`src/rtl/usbpwr_pkg.sv`:
```
package usbpwr_pkg;
  // power register bit positions
  localparam int PWR_SUSEN = 0;
  localparam int PWR_SUSST = 1;
  localparam int PWR_WAKE  = 2;
  localparam int PWR_RSTF  = 3;
  localparam int PWR_INH   = 4;

  // event and interrupt indices (shared order)
  localparam int EV_SUSP = 0;
  localparam int EV_RESM = 1;
  localparam int EV_BRST = 2;
  localparam int NUM_EVT = 3;
  localparam int NUM_IRQ = 3;

  // register addresses
  localparam int RA_PWR  = 0;
  localparam int RA_IEN  = 1;
  localparam int RA_IFLG = 2;

  localparam logic [NUM_IRQ-1:0] IEN_DEFAULT = 3'b110;
endpackage

```
`src/rtl/usbpwr_evsync.sv`:
```
module usbpwr_evsync #(
  parameter int STAGES = 2,
  parameter int WIDTH  = 3
) (
  input  logic             clk,
  input  logic             rst,
  input  logic [WIDTH-1:0] din,
  output logic [WIDTH-1:0] dout
);
  generate
    if (STAGES == 0) begin : g_bypass
      assign dout = din;
    end else begin : g_chain
      logic [WIDTH-1:0] stage_q [STAGES];
      for (genvar g = 0; g < STAGES; g++) begin : g_stage
        if (g == 0) begin : g_first
          always_ff @(posedge clk) begin
            if (rst) stage_q[g] <= '0;
            else     stage_q[g] <= din;
          end
        end else begin : g_next
          always_ff @(posedge clk) begin
            if (rst) stage_q[g] <= '0;
            else     stage_q[g] <= stage_q[g-1];
          end
        end
      end
      assign dout = stage_q[STAGES-1];
    end
  endgenerate
endmodule

```
`src/rtl/usbpwr_pwrreg.sv`:
```
module usbpwr_pwrreg
  import usbpwr_pkg::*;
#(
  parameter int DATA_W = 8
) (
  input  logic               clk,
  input  logic               rst,
  input  logic               soft_rst,
  input  logic               wr_pwr,
  input  logic               wr_susen,
  input  logic               wr_wake,
  input  logic               wr_inh,
  input  logic [NUM_EVT-1:0] evt_lvl,
  output logic [NUM_EVT-1:0] evt_rise,
  output logic [DATA_W-1:0]  pwr_word,
  output logic               susen_q,
  output logic               susp_q,
  output logic               wake_q,
  output logic               inh_q,
  output logic               rstf_q,
  output logic               enter_susp,
  output logic               exit_resm,
  output logic               strobe_q
);
  logic [NUM_EVT-1:0] prev_q;
  logic               wake_nxt;
  logic               leave_susp;

  // edge memory survives a self-reset so an ongoing level is not re-seen
  always_ff @(posedge clk) begin
    if (rst) prev_q <= '0;
    else     prev_q <= evt_lvl;
  end

  assign evt_rise   = evt_lvl & ~prev_q;
  assign wake_nxt   = wr_pwr ? wr_wake : wake_q;
  assign exit_resm  = evt_rise[EV_RESM] & susp_q;
  assign leave_susp = evt_rise[EV_BRST] | exit_resm | wake_nxt;
  assign enter_susp = evt_rise[EV_SUSP] & susen_q & ~susp_q
                    & ~evt_lvl[EV_BRST] & ~evt_lvl[EV_RESM] & ~wake_nxt;

  always_ff @(posedge clk) begin
    if (rst || soft_rst) begin
      susen_q <= 1'b0;
      susp_q  <= 1'b0;
      wake_q  <= 1'b0;
      inh_q   <= 1'b1;
      rstf_q  <= 1'b0;
    end else begin
      rstf_q <= evt_lvl[EV_BRST];
      if (wr_pwr) begin
        susen_q <= wr_susen;
        wake_q  <= wr_wake;
        if (!wr_inh) inh_q <= 1'b0;
      end
      if (leave_susp)      susp_q <= 1'b0;
      else if (enter_susp) susp_q <= 1'b1;
    end
  end

  // one shared register feeds every clear strobe
  always_ff @(posedge clk) begin
    if (rst) strobe_q <= 1'b0;
    else     strobe_q <= evt_rise[EV_BRST] | soft_rst;
  end

  always_comb begin
    pwr_word           = '0;
    pwr_word[PWR_SUSEN] = susen_q;
    pwr_word[PWR_SUSST] = susp_q;
    pwr_word[PWR_WAKE]  = wake_q;
    pwr_word[PWR_RSTF]  = rstf_q;
    pwr_word[PWR_INH]   = inh_q;
  end
endmodule

```
`src/rtl/usbpwr_irq.sv`:
```
module usbpwr_irq
  import usbpwr_pkg::*;
(
  input  logic               clk,
  input  logic               rst_all,
  input  logic               brst_rise,
  input  logic               set_susp,
  input  logic               set_resm,
  input  logic               wr_ien,
  input  logic               wr_flg,
  input  logic [NUM_IRQ-1:0] wbits,
  output logic [NUM_IRQ-1:0] ien_q,
  output logic [NUM_IRQ-1:0] flg_q
);
  logic [NUM_IRQ-1:0] ien_nxt;
  logic [NUM_IRQ-1:0] flg_nxt;

  always_comb begin
    ien_nxt = ien_q;
    if (wr_ien) ien_nxt = wbits;
    if (brst_rise) begin
      ien_nxt[EV_RESM] = 1'b1;
      ien_nxt[EV_BRST] = 1'b1;
    end
  end

  always_comb begin
    flg_nxt = flg_q;
    if (wr_flg) flg_nxt = flg_nxt & ~wbits;
    if (set_susp && ien_q[EV_SUSP]) flg_nxt[EV_SUSP] = 1'b1;
    if (brst_rise) begin
      flg_nxt[EV_RESM] = 1'b0;
      flg_nxt[EV_BRST] = 1'b1;
    end else if (set_resm && ien_q[EV_RESM]) begin
      flg_nxt[EV_RESM] = 1'b1;
    end
  end

  always_ff @(posedge clk) begin
    if (rst_all) begin
      ien_q <= IEN_DEFAULT;
      flg_q <= '0;
    end else begin
      ien_q <= ien_nxt;
      flg_q <= flg_nxt;
    end
  end
endmodule

```
`src/rtl/usbpwr_ctl.sv`:
```
module usbpwr_ctl
  import usbpwr_pkg::*;
#(
  parameter int ADDR_W     = 2,
  parameter int DATA_W     = 8,
  parameter int EVT_STAGES = 2
) (
  input  logic              clk,
  input  logic              rst,
  input  logic [ADDR_W-1:0] reg_addr,
  input  logic              reg_wr,
  input  logic [DATA_W-1:0] reg_wdata,
  output logic [DATA_W-1:0] reg_rdata,
  input  logic              bus_rst_det,
  input  logic              bus_susp_det,
  input  logic              bus_resm_det,
  output logic              addr_clr,
  output logic              fifo_flush,
  output logic              csr_clr,
  output logic              idx_clr,
  output logic              ien_preset,
  output logic [2:0]        irq_flags,
  output logic              susp_state,
  output logic              wake_drive,
  output logic              func_en
);
  localparam logic [ADDR_W-1:0] A_PWR  = ADDR_W'(RA_PWR);
  localparam logic [ADDR_W-1:0] A_IEN  = ADDR_W'(RA_IEN);
  localparam logic [ADDR_W-1:0] A_IFLG = ADDR_W'(RA_IFLG);

  logic [NUM_EVT-1:0] evt_raw, evt_lvl, evt_rise;
  logic               wr_pwr, wr_ien, wr_flg, soft_rst;
  logic [DATA_W-1:0]  pwr_word;
  logic               susen_w, susp_w, wake_w, inh_w, rstf_w;
  logic               enter_susp, exit_resm, strobe_q;
  logic [NUM_IRQ-1:0] ien_w, flg_w;
  logic               unused_wbits;

  always_comb begin
    evt_raw          = '0;
    evt_raw[EV_SUSP] = bus_susp_det;
    evt_raw[EV_RESM] = bus_resm_det;
    evt_raw[EV_BRST] = bus_rst_det;
  end

  assign wr_pwr   = reg_wr && (reg_addr == A_PWR);
  assign wr_ien   = reg_wr && (reg_addr == A_IEN);
  assign wr_flg   = reg_wr && (reg_addr == A_IFLG);
  assign soft_rst = wr_pwr && reg_wdata[PWR_RSTF];
  assign unused_wbits = ^reg_wdata[DATA_W-1:PWR_INH+1];

  usbpwr_evsync #(.STAGES(EVT_STAGES), .WIDTH(NUM_EVT)) u_sync (
    .clk  (clk),
    .rst  (rst),
    .din  (evt_raw),
    .dout (evt_lvl)
  );

  usbpwr_pwrreg #(.DATA_W(DATA_W)) u_pwr (
    .clk        (clk),
    .rst        (rst),
    .soft_rst   (soft_rst),
    .wr_pwr     (wr_pwr),
    .wr_susen   (reg_wdata[PWR_SUSEN]),
    .wr_wake    (reg_wdata[PWR_WAKE]),
    .wr_inh     (reg_wdata[PWR_INH]),
    .evt_lvl    (evt_lvl),
    .evt_rise   (evt_rise),
    .pwr_word   (pwr_word),
    .susen_q    (susen_w),
    .susp_q     (susp_w),
    .wake_q     (wake_w),
    .inh_q      (inh_w),
    .rstf_q     (rstf_w),
    .enter_susp (enter_susp),
    .exit_resm  (exit_resm),
    .strobe_q   (strobe_q)
  );

  usbpwr_irq u_irq (
    .clk       (clk),
    .rst_all   (rst || soft_rst),
    .brst_rise (evt_rise[EV_BRST]),
    .set_susp  (enter_susp),
    .set_resm  (exit_resm),
    .wr_ien    (wr_ien),
    .wr_flg    (wr_flg),
    .wbits     (reg_wdata[NUM_IRQ-1:0]),
    .ien_q     (ien_w),
    .flg_q     (flg_w)
  );

  always_ff @(posedge clk) begin
    if (rst) begin
      reg_rdata <= '0;
    end else begin
      case (reg_addr)
        A_PWR:   reg_rdata <= pwr_word;
        A_IEN:   reg_rdata <= DATA_W'(ien_w);
        A_IFLG:  reg_rdata <= DATA_W'(flg_w);
        default: reg_rdata <= '0;
      endcase
    end
  end

  assign addr_clr   = strobe_q;
  assign fifo_flush = strobe_q;
  assign csr_clr    = strobe_q;
  assign idx_clr    = strobe_q;
  assign ien_preset = strobe_q;
  assign irq_flags  = flg_w;
  assign susp_state = susp_w;
  assign wake_drive = wake_w;
  assign func_en    = ~inh_w;
endmodule

```
`config.mk`:
```
export PLATFORM = sky130hd
export DESIGN_NAME = usbpwr_ctl
export DESIGN_NICKNAME = d
export VERILOG_FILES = /design/src/rtl/usbpwr_pkg.sv /design/src/rtl/usbpwr_evsync.sv /design/src/rtl/usbpwr_pwrreg.sv /design/src/rtl/usbpwr_irq.sv /design/src/rtl/usbpwr_ctl.sv
export SDC_FILE = /design/constraint.sdc
export NUM_CORES = 1
export LEC_CHECK = 0
export BUFFER_PORTS_ARGS = -buffer_cell sky130_fd_sc_hd__buf_2
export CORE_ASPECT_RATIO = 1.5
export CORE_UTILIZATION = 51
export CTS_CLUSTER_SIZE = 30
export DETAILED_ROUTE_END_ITERATION = 16
export PLACE_DENSITY = 0.79
export RECOVER_POWER = 50
export SLEW_MARGIN = 20
export SYNTH_ARGS = -nofsm -noshare
export SYNTH_HDL_FRONTEND = slang
export SYNTH_SLANG_ARGS = --single-unit
```
`constraint.sdc`:
```
create_clock -name clk -period 1.6 [get_ports clk]
set_input_delay 0.08 -clock clk [delete_from_list [all_inputs] [get_ports clk]]
set_output_delay 0.08 -clock clk [all_outputs]
set_load 0.005 [all_outputs]
```
# == Word-level counts from Yosys, hierarchy flattened ==
# Memories as Yosys holds them, arrays and structs flattened.
# Index checks and enable logic that the tools add are counted.
# totals
regBits,23
ramBits,6
input_bits,16
out_inout_bits,19
wordCells,62
n_memories,1
# classes
n_eq_ne,2
n_mux,11
bitwise_logic,21
n_reduce_logical,14
# mem_list
name,words,word_bits,read_ports,rd_ports_with_merged_regs,wr,line_no,source
u_sync.g_chain.stage_q,2,3,2,0,2,usbpwr_evsync.sv:14,logic [WIDTH-1:0] stage_q [STAGES];
# op_table
cell,n
$pmux W5 S3,1
$mux W3,3
$mux W1,7
$and A1 B1 Y1,6
$and A3 B3 Y3,2
$logic_and A1 B1 Y1,6
$not A1 Y1,6
$not A3 Y3,2
$reduce_bool A2 Y1,3
$or A1 B1 Y1,5
$reduce_or A2 Y1,2
$eq A2 B1 Y1 const B,1
$eq A2 B2 Y1 const B,1
$logic_not A2 Y1,1
$reduce_and A2 Y1,1
$logic_or A1 B1 Y1,1

# == Depth between registers and ports, before layout ==
# Gate-level depths: netlist of the first run.
# logic_depth
ltp_word,9
ltp_mapped,4
depth_no_buf,3

# == Hierarchy ==
# Synthesis of the first run repeated with hierarchy kept, for this count alone.
# hier_totals
cells_unflattened,112
area_unflattened_um2,1166.1
# modules_own_cells
mod,instances,cells_each,area_per_inst_um2,seq_area_each_um2
usbpwr_pwrreg,1,40,399.1,180.2
usbpwr_ctl,1,39,380.4,160.2
usbpwr_irq,1,21,229.0,120.1
usbpwr_evsync,1,12,157.7,120.1

# == Least setup slack after synthesis of the first run ==
# OpenSTA, ideal clock, no wires.
# synth_timing
path_kind,input to register
from,input reg_addr[1]
to,register u_pwr.wake_q
setup_ns,0.115
t_arrival_ns,0.796
t_required_ns,1.485
path_slack_ns,0.689
cell_stages,3
path_buffers,0
path_cell_list,nor3b_4 -> mux2_4 -> and2_1
# synth_via
elab_chain_cells,4
elab_cells_between_ends,5
cone_classes,mux (1); reduce/logical (4)
# synth_rtl
item,line_no,source
from (decl),usbpwr_ctl.sv:10,"input logic [ADDR_W-1:0] reg_addr,"
$logic_not A2 Y1 (*),usbpwr_ctl.sv:46,assign wr_pwr = reg_wr && (reg_addr == A_PWR);
$logic_and A1 B1 Y1 (*),usbpwr_ctl.sv:46,
$logic_and A1 B1 Y1,usbpwr_ctl.sv:49,assign soft_rst = wr_pwr && reg_wdata[PWR_RSTF];
$logic_or A1 B1 Y1,usbpwr_pwrreg.sv:43,if (rst || soft_rst) begin
to (signal assigned),usbpwr_pwrreg.sv:53,wake_q <= wr_wake;
to (decl),usbpwr_pwrreg.sv:18,"output logic wake_q,"
# Mark *: on every way between the ends. The rest lies on a longest branch, timed or not.
# A chain may end at the register's enable or synchronous reset.

# == Final worst setup path of the first run ==
# layout_timing
from,input reg_addr[0]
to,register u_pwr.wake_q
# The elaborated chain is that of the path after synthesis.

==> flow_summary_export.csv, run 1 <==
group,metric,value,unit
cts,cts_tree,"done",
floorplanning,rows,19,
timing,tightest_slew,0.5966,ns
timing,maxSlewHeadroom,60.14,%
global_route,grt_max_degree,18,
worst_setup_path,crit_fanout,12,
place,hpwlAfterDp,1338,um
global_route,track_usage,18.85,%
yosys,synth_top_family_by_area,"simple AND/OR/NAND/NOR gates",
yosys,synth_top_area_cell,"dfxtp_1",
place,numPortBuffers,28,
timing,setup_slack,0.3916,ns
yosys,synth_edf_count,0,
yosys,synth_cell_types,30,
yosys,synth.area.mux_share,8.313,%
layout,nets,143,
cts,htree_levels,1,
route,drt_iter0_markers,19,
yosys,synth_compound_area_share,6.357,%
route,route.vias.total,789,
worst_hold_path,worstHoldPathCells,3,
worst_setup_path,r2r_cells,3,
floorplanning,die-width,38.58,um
job,max_cap_violations,0,
cts,post_cts_resized,0,
yosys,syn_area_per_cell,10.34,um^2
cts,cts_buffers,3,
layout,area_growth_syn_to_layout,15.53,%
yosys,synth.area.top_cells,"dfxtp_1 (51%), mux2i_1 (6.8%), nor2b_1 (6.7%), buf_4 (5.9%), nand4b_1 (3.4%)",
timing,max_freq,827.6,MHz
yosys,synthAdderAreaFrac,0,%
floorplanning,start_util,55.20,%
worst_setup_path,required,1.82,ns
route,routedWlPerCell,12.20,um
yosys,synth_warnings,0,
power_and_ir_drop,p_leak,0.5448,nW
worst_setup_path,r2r-start,"u_pwr.susp_q",
yosys,synth_top_area_share,50.86,%
cts,cts.clk_slew.worst_paths,0.13,ns
timing,fin_crit_sh,75.52,%
power_and_ir_drop,power_density,929.5,mW/mm^2
worst_setup_path,r2r_end,"u_pwr.susp_q",
timing,hold_viol_final,0,
timing,period_needed,1.208,ns
place,gp_congestion,0.8384,
timing,fin_setup_tns,0,ns
worst_setup_path,r2r_slack,0.61,ns
layout,diodes,0,
place,pre_cts_slack,0.4155,ns
yosys,syn_inst,99,
route,vias_per_cell,5.367,
yosys,async_flop_share,0,%
cts,cts_setup_buffers,0,
floorplanning,core_area,0.001854,mm^2
global_route,antenna_found_initial,0,
timing,skew,0.006923,ns
layout,drive_gt1_share,25.40,%
layout,final_area,0.001182,mm^2
power_and_ir_drop,vdd_drop_max,658.7,uV
floorplanning,dieArea,0.002194,mm^2
floorplanning,die_h,56.87,um
floorplanning,design.portCount,35,
worst_setup_path,critPathArrivalTime,1.43,ns
worst_hold_path,worstHoldPathType,"in2reg",
yosys,synth.cell_area,0.001023,mm^2
place,dpl_cell_area,0.001129,mm^2
worst_setup_path,endpoint,"u_pwr.wake_q",
route,ant_nets,0,
cts,cts_sinks,26,
timing,drv_slew,0,
yosys,ys_ff_latch,26,
yosys,synth_ff_type,"dfxtp_1",
cts,hold_buffers,3,
worst_setup_path,cp-end-kind,"flip-flop",
route,drtPass1Iterations,6,
timing,setup_violations,0,
worst_setup_path,crit_start,"reg_addr[0]",
worst_setup_path,worstSetupPathType,"in2reg",
run_status,status,"completed",
yosys,seq_area_frac_synth,50.86,%
global_route,grt_first_pass_wirelength,3008,um
yosys,synthSimpleGateAreaFrac,26.65,%
cts,worstSkewPairLatency,0.32,ns
global_route,grt_pass1_vias,730,
cts,cts.path.max_buffers,2,
worst_setup_path,crit_path_start_kind,"primary input",
cts,root_buffer,"clkbuf_4",
route,wl,1793,um
global_route,overflow,0,
yosys,post_synth_xor_area_fraction,0,%
route,drc,0,
timing,rsz0062_at_grt,"false",
-- placed cells by master, fill, tap and decap left out, drive strengths merged, types with 2 or more instances in the layout --
master       netlist  routed
clkbuf             1       5
dfxtp             26      26
nand2              4       4
buf                9      27
nor4bb             2       2
nor3b              2       2
mux2i              7       7
nor2b             11      11
nand2b             2       2
conb               1       3
inv                2       2
nand4b             4       4
nand3              3       3
a2bb2oi            3       3
dlygate4sd3        0       3
nor2               6       6
a21oi              4       4
-- per-layer routing --
| layer | GRT usage, % | share of wire [%] | vias to the layer above |
|---|---|---|---|
| met5 | 0 | 0 | - |
| met3 | 3.557 | 5.7 | 10 |
| met1 | 22.42 | 40 | 355 |
| li1 | - | - | 388 |
| met4 | 9.360 | 3.3 | 0 |
| met2 | 30.71 | 51 | 36 |
-- layout make-up --
class / count / area, um^2
Multi-Input combinational cell: 63 / 422.9
Fill cell: 176 / 671.9
Tap cell: 21 / 26.28
Clock buffer: 4 / 36.28
Timing Repair Buffer: 31 / 168.9
Sequential cell: 26 / 520.5
Inverter: 2 / 7.507
-- worst min-delay path by stage --
stage	startpoint	to	slack [ns]
3_5_place_dp	bus_rst_det	u_sync.g_chain.stage_q[0][2]	0.30
4_1_cts	reg_wdata[1]	u_irq.ien_q[1]	0.01
6_report	reg_wdata[1]	u_irq.ien_q[1]	0.01
5_1_grt	reg_wdata[1]	u_irq.ien_q[1]	0.008
2_1_floorplan	rst	u_pwr.prev_q[2]	0.15
3_3_place_gp	bus_rst_det	u_sync.g_chain.stage_q[0][2]	0.29
-- metrics by stage --
stage	power (W)	util (%)	hold WS [ns]	cells
floorplan	0.0007641	-	0.1516	101
global placement	0.0007946	60.86	0.2935	140
detailed placement	0.0007969	60.86	0.2992	140
CTS	0.001118	64.44	0.01289	147
global route	0.001154	63.77	0.007894	147
finish	0.001099	63.77	0.01215	147
-- cells by family (layout without fill, tap and decap cells) --
family	after synthesis	count (layout)
other cells	1	3
flops	26	26
mux	8	8
simple gates	42	42
buf+inv	12	37
compound gates	10	10
-- cells in the mapped netlist (2+ instances only) --
cell type  instances
dfxtp_1           26
nor2b_1           11
buf_4              8
mux2i_1            7
nor2_1             6
a21oi_1            4
nand2_1            4
nand4b_1           4
a2bb2oi_1          3
nand3_1            3
inv_1              2
nand2b_1           2
nor4bb_1           2
-- power by group --
group / total (W) / internal (W) / switching (W)
Combinational: 0.000106 / 0.0000532 / 0.0000528
Clock: 0.000315 / 0.000139 / 0.000176
Sequential: 0.000678 / 0.000668 / 0.0000103
-- critical path, cell delays in order --
cell,delay [ns]
clkbuf_1,0.24
nor3b_1,0.58
mux2_4,0.38
and2_1,0.16
-- state kept, by name, indices dropped and copies added (netlist names) --
register,count
reg_rdata,5
u_irq.flg_q,3
u_irq.ien_q,3
u_pwr.inh_q,1
u_pwr.prev_q,3
u_pwr.rstf_q,1
u_pwr.strobe_q,1
u_pwr.susen_q,1
u_pwr.susp_q,1
u_pwr.wake_q,1
u_sync.g_chain.stage_q,6
Note: power is estimated with default switching activity, not from simulation.
==> inputs of run 2 (changes only) <==
- CORE_UTILIZATION: 51 -> 48
- PLACE_DENSITY: 0.79 -> 0.75
- clock period: 1.6 -> 1.3 ns (I/O delays scaled with it)
==> flow_summary_export.csv, run 2 (same netlist as run 1, synthesis figures left out) <==
group,metric,value,unit
global_route,grt_pass1_vias,698,
floorplanning,die_h,58.56,um
cts,hold_buffers,5,
timing,skew,0.003300,ns
power_and_ir_drop,vdd_drop_max,757.7,uV
global_route,antenna_found_initial,0,
job,max_cap_violations,0,
floorplanning,start_util,50.49,%
floorplanning,dieArea,0.002325,mm^2
worst_setup_path,required,1.56,ns
worst_setup_path,cp.buffers_inverters,0,
place,hpwlAfterDp,1427,um
global_route,grt_first_pass_wirelength,2932,um
route,route.vias.total,814,
floorplanning,die-width,39.70,um
worst_setup_path,crit_fanout,6,
timing,max_freq,967.8,MHz
worst_hold_path,worstHoldPathType,"in2reg",
global_route,track_usage,18.20,%
timing,period_needed,1.033,ns
global_route,overflow,0,
cts,cts_buffers,3,
worst_setup_path,worstSetupPathType,"reg2reg",
layout,reg_top3,"u_sync.g_chain.stage_q (6), reg_rdata (5)",
cts,cts_tree,"done",
worst_setup_path,crit_path_start_kind,"flip-flop",
route,drc,0,
cts,cts_sinks,26,
layout,mostFrequentLayoutCells,"dfxtp_1 (26), buf_2 (23), nor2b_1 (11)",
place,gp_congestion,0.7433,
floorplanning,core_area,0.002027,mm^2
cts,cts.clk_slew.worst_paths,0.13,ns
cts,post_cts_resized,0,
power_and_ir_drop,p_leak,0.5453,nW
cts,root_buffer,"clkbuf_4",
cts,cts.path.max_buffers,2,
timing,fin_setup_tns,0,ns
layout,diodes,0,
route,drt_iter0_markers,29,
layout,nets,147,
timing,rsz0062_at_grt,"false",
timing,fin_crit_sh,79.48,%
floorplanning,design.portCount,35,
cts,cts_setup_buffers,0,
worst_setup_path,cp-end-kind,"flip-flop",
global_route,grt_max_degree,15,
route,wl,1903,um
run_status,status,"completed",
place,numPortBuffers,28,
layout,area_growth_syn_to_layout,18.58,%
timing,hold_viol_final,0,
layout,final_common_cell,"dfxtp_1",
worst_setup_path,cpMaxStageDelayCell,"dfxtp_1",
worst_setup_path,critPathArrivalTime,1.29,ns
worst_setup_path,crit_path_cell_trace,"nor4bb_1 > a22oi_1 > nor3_1",
floorplanning,rows,20,
layout,drive_gt1_share,23.08,%
route,routedWlPerCell,12.52,um
route,ant_nets,0,
timing,setup_violations,0,
power_and_ir_drop,power_density,1132,mW/mm^2
layout,top_register,"u_sync.g_chain.stage_q",
layout,final_util,59.88,%
route,vias_per_cell,5.355,
cts,htree_levels,1,
worst_setup_path,crit_family,"simple AND/OR/NAND/NOR gates",
cts,worstSkewPairLatency,0.32,ns
timing,drv_slew,0,
worst_setup_path,slowest_delay,0.39,ns
route,drtPass1Iterations,4,
layout,largest_register_ff_count,6,
[run 2: changes by cell type in the layout (fill, tap and decap cells not counted), sizes merged]
cell | previous run | this run
buf | 27 | 25
clkbuf | 5 | 9
dlygate4sd3 | 3 | 5
[run 2: cell type report]
cell class	instances	area (um^2)
Fill cell	195	813.3
Sequential cell	26	520.5
Tap cell	22	27.53
Timing Repair Buffer	35	198.9
Inverter	2	7.507
Clock buffer	4	36.28
Multi-Input combinational cell	63	422.9
[run 2: metal layers]
| metal | track usage [%] | vias up | share of wire (%) |
|---|---|---|---|
| met5 | 0 | - | 0 |
| met4 | 8.867 | 0 | 2.2 |
| met3 | 2.264 | 7 | 5.0 |
| met2 | 32.79 | 32 | 52 |
| met1 | 19.52 | 377 | 40 |
| li1 | - | 398 | - |
[run 2: worst paths after layout]
check / from / to / depth (start not counted) / slack, ns
max: u_pwr.susp_q / u_pwr.susp_q / 3 / 0.27
min: reg_wdata[2] / u_irq.ien_q[2] / 3 / 0.008
max reg2reg: u_pwr.susp_q / u_pwr.susp_q / 3 / 0.27
min reg2reg: u_sync.g_chain.stage_q[0][2] / u_sync.g_chain.stage_q[1][2] / 1 / 0.45
[run 2: worst min-delay path: stages]
cell and delay (ns):
buf_2 0.10, mux2i_1 0.07, nand3_1 0.07
[run 2: power breakdown]
part	leakage (nW)	switching [W]	total (W)	internal [W]
combinational	0.312	0.0000684	0.000140	0.0000720
sequential	0.212	0.0000125	0.000835	0.000822
clock	0.0210	0.000228	0.000399	0.000171
total	0.545	0.000309	0.00137	0.00107
[run 2: per-stage QoR]
stage | cell area, um^2 | hold WS [ns] | instances | worst slack (ns) | total power, W
floorplan | 1031 | 0.1366 | 101 | 0.4044 | 0.0009405
global placement | 1145 | 0.2748 | 143 | 0.1373 | 0.0009827
detailed placement | 1145 | 0.2802 | 143 | 0.1255 | 0.0009868
CTS | 1231 | 0.01251 | 152 | 0.2700 | 0.001388
global route | 1214 | 0.02317 | 152 | 0.1467 | 0.001425
finish | 1214 | 0.007916 | 152 | 0.2668 | 0.001374
==> inputs of run 3 (changes only) <==
- CORE_UTILIZATION: 48 -> 43
- PLACE_DENSITY: 0.75 -> 0.71
- clock period: 1.3 -> 0.9 ns (I/O delays scaled with it)
==> flow_summary_export.csv, run 3 (same netlist as run 1, synthesis figures left out) <==
group,metric,value,unit
run_status,status,"finished, violations left",
run_status,violations,"negative setup slack",
layout,area_growth_syn_to_layout,32.76,%
worst_setup_path,r2r_slack,-0.12,ns
worst_setup_path,cp.buffers_inverters,0,
global_route,antenna_found_initial,0,
global_route,grt_pass1_vias,794,
floorplanning,rows,21,
timing,fin_crit_sh,113.3,%
layout,reg_top3,"u_sync.g_chain.stage_q (6), reg_rdata (5)",
cts,cts_buffers,3,
power_and_ir_drop,power_density,1655,mW/mm^2
worst_setup_path,r2r_cells,3,
timing,fin_setup_tns,-0.3681,ns
cts,htree_levels,1,
layout,nets,157,
layout,largest_register_ff_count,6,
floorplanning,start_util,45.83,%
worst_setup_path,cp-end-kind,"flip-flop",
route,vias_per_cell,5.319,
worst_setup_path,worstSetupPathType,"reg2reg",
route,route.vias.total,867,
worst_setup_path,cpMaxStageDelayCell,"dfxtp_4",
route,drt_iter0_markers,23,
timing,skew,0.01519,ns
power_and_ir_drop,vdd_drop_max,1055,uV
floorplanning,die_h,61.75,um
worst_setup_path,crit_fanout,3,
worst_setup_path,critPathArrivalTime,1.29,ns
layout,top_register,"u_sync.g_chain.stage_q",
cts,worstSkewPairLatency,0.33,ns
route,drtPass1Iterations,4,
cts,root_buffer,"clkbuf_4",
floorplanning,core_area,0.002233,mm^2
cts,cts.path.max_buffers,2,
floorplanning,die-width,41.84,um
place,gp_congestion,0.8738,
worst_setup_path,crit_path_cell_trace,"nor4bb_2 > nand4_1 > o22ai_1",
worst_setup_path,r2r_end,"u_irq.flg_q[0]",
timing,rsz0062_at_grt,"true",
place,numPortBuffers,28,
cts,cts.clk_slew.worst_paths,0.15,ns
layout,diodes,0,
timing,hold_viol_final,0,
route,drc,0,
place,hpwlAfterDp,1635,um
timing,max_freq,980.3,MHz
cts,cts_sinks,26,
worst_hold_path,worstHoldPathType,"in2reg",
layout,final_common_cell,"buf_2",
layout,drive_gt1_share,40.71,%
place,dp_cells,154,
worst_hold_path,worstHoldPathCells,3,
job,max_cap_violations,0,
worst_setup_path,crit_start,"u_pwr.susp_q",
timing,holdWs,0.006478,ns
route,wl,2283,um
layout,layout.cells.non_filler,163,
layout,mostFrequentLayoutCells,"buf_2 (26), dfxtp_1 (18), nor2b_1 (11), buf_4 (11)",
floorplanning,dieArea,0.002583,mm^2
power_and_ir_drop,p_leak,0.6281,nW
global_route,grt_max_degree,16,
timing,drv_slew,0,
global_route,overflow,0,
worst_setup_path,slowest_delay,0.39,ns
timing,setup_slack,-0.1200,ns
timing,period_needed,1.020,ns
route,ant_nets,0,
worst_setup_path,crit_cells,3,
global_route,track_usage,18.54,%
global_route,grt_first_pass_wirelength,3484,um
worst_setup_path,crit_family,"simple AND/OR/NAND/NOR gates",
worst_setup_path,r2r-start,"u_pwr.susp_q",
worst_setup_path,crit_path_start_kind,"flip-flop",
route,routedWlPerCell,14.01,um
floorplanning,design.portCount,35,
worst_setup_path,required,1.17,ns
timing,setup_violations,4,
worst_setup_path,endpoint,"u_irq.flg_q[0]",
cts,cts_tree,"done",
-- run 3: worst min-delay path: stages --
cell     delay, ns
buf_2         0.08
nor2b_1       0.04
o21ai_0       0.13
-- run 3: worst min path at each step --
| stage | start | end | slack (ns) |
|---|---|---|---|
| 3_3_place_gp | bus_rst_det | u_sync.g_chain.stage_q[0][2] | 0.26 |
| 4_1_cts | reg_wdata[0] | u_irq.ien_q[0] | 0.02 |
| 5_1_grt | reg_addr[1] | reg_rdata[3] | 0.05 |
| 6_report | reg_wdata[4] | u_pwr.inh_q | 0.006 |
| 2_1_floorplan | rst | u_pwr.prev_q[2] | 0.12 |
| 3_5_place_dp | bus_rst_det | u_sync.g_chain.stage_q[0][2] | 0.27 |
-- run 3: final cells by class --
class                      count  area, um^2
tap                           23       28.78
clock buffer                   3       22.52
fill                         201       874.6
clock inverter                 1       30.03
multi-input combinational     63       440.4
timing repair buffer          45       296.5
sequential                    26       533.0
inverter                       2       7.507
-- run 3: stage by stage --
step / utilization [%] / setup slack (ns) / total power, W / cell area [um^2]
after global placement: 54.68 / -0.1257 / 0.001450 / 1221
after floorplan: - / 0.008841 / 0.001358 / 1031
after global routing: 60.84 / -0.1875 / 0.002326 / 1359
after CTS: 60.78 / -0.08467 / 0.002262 / 1358
after detailed placement: 54.68 / -0.1725 / 0.001453 / 1221
final: 60.84 / -0.1200 / 0.002249 / 1359
-- run 3: timing repair --
action / in CTS / in global routing
gates resized for setup: 8 / 8
buffers inserted: 1 / 0
endpoints found under the hold margin: 5 / 0
endpoints found under the setup margin: 6 / 19
pin swaps: 4 / 3
hold buffers: 5 / 0
-- run 3: power by group --
group	internal, W	switching [W]
registers	0.00119	0.0000189
logic	0.000132	0.000108
clock network	0.000451	0.000351
total	0.00177	0.000479
-- run 3: per-layer routing --
metal  up-vias  part of all wire [%]  track usage, %
met3         9                   3.9           2.312
met1       405                    37           18.12
met2        35                    56           36.38
li1        418                     -               -
met5         -                     0               0
met4         0                   3.6           12.90
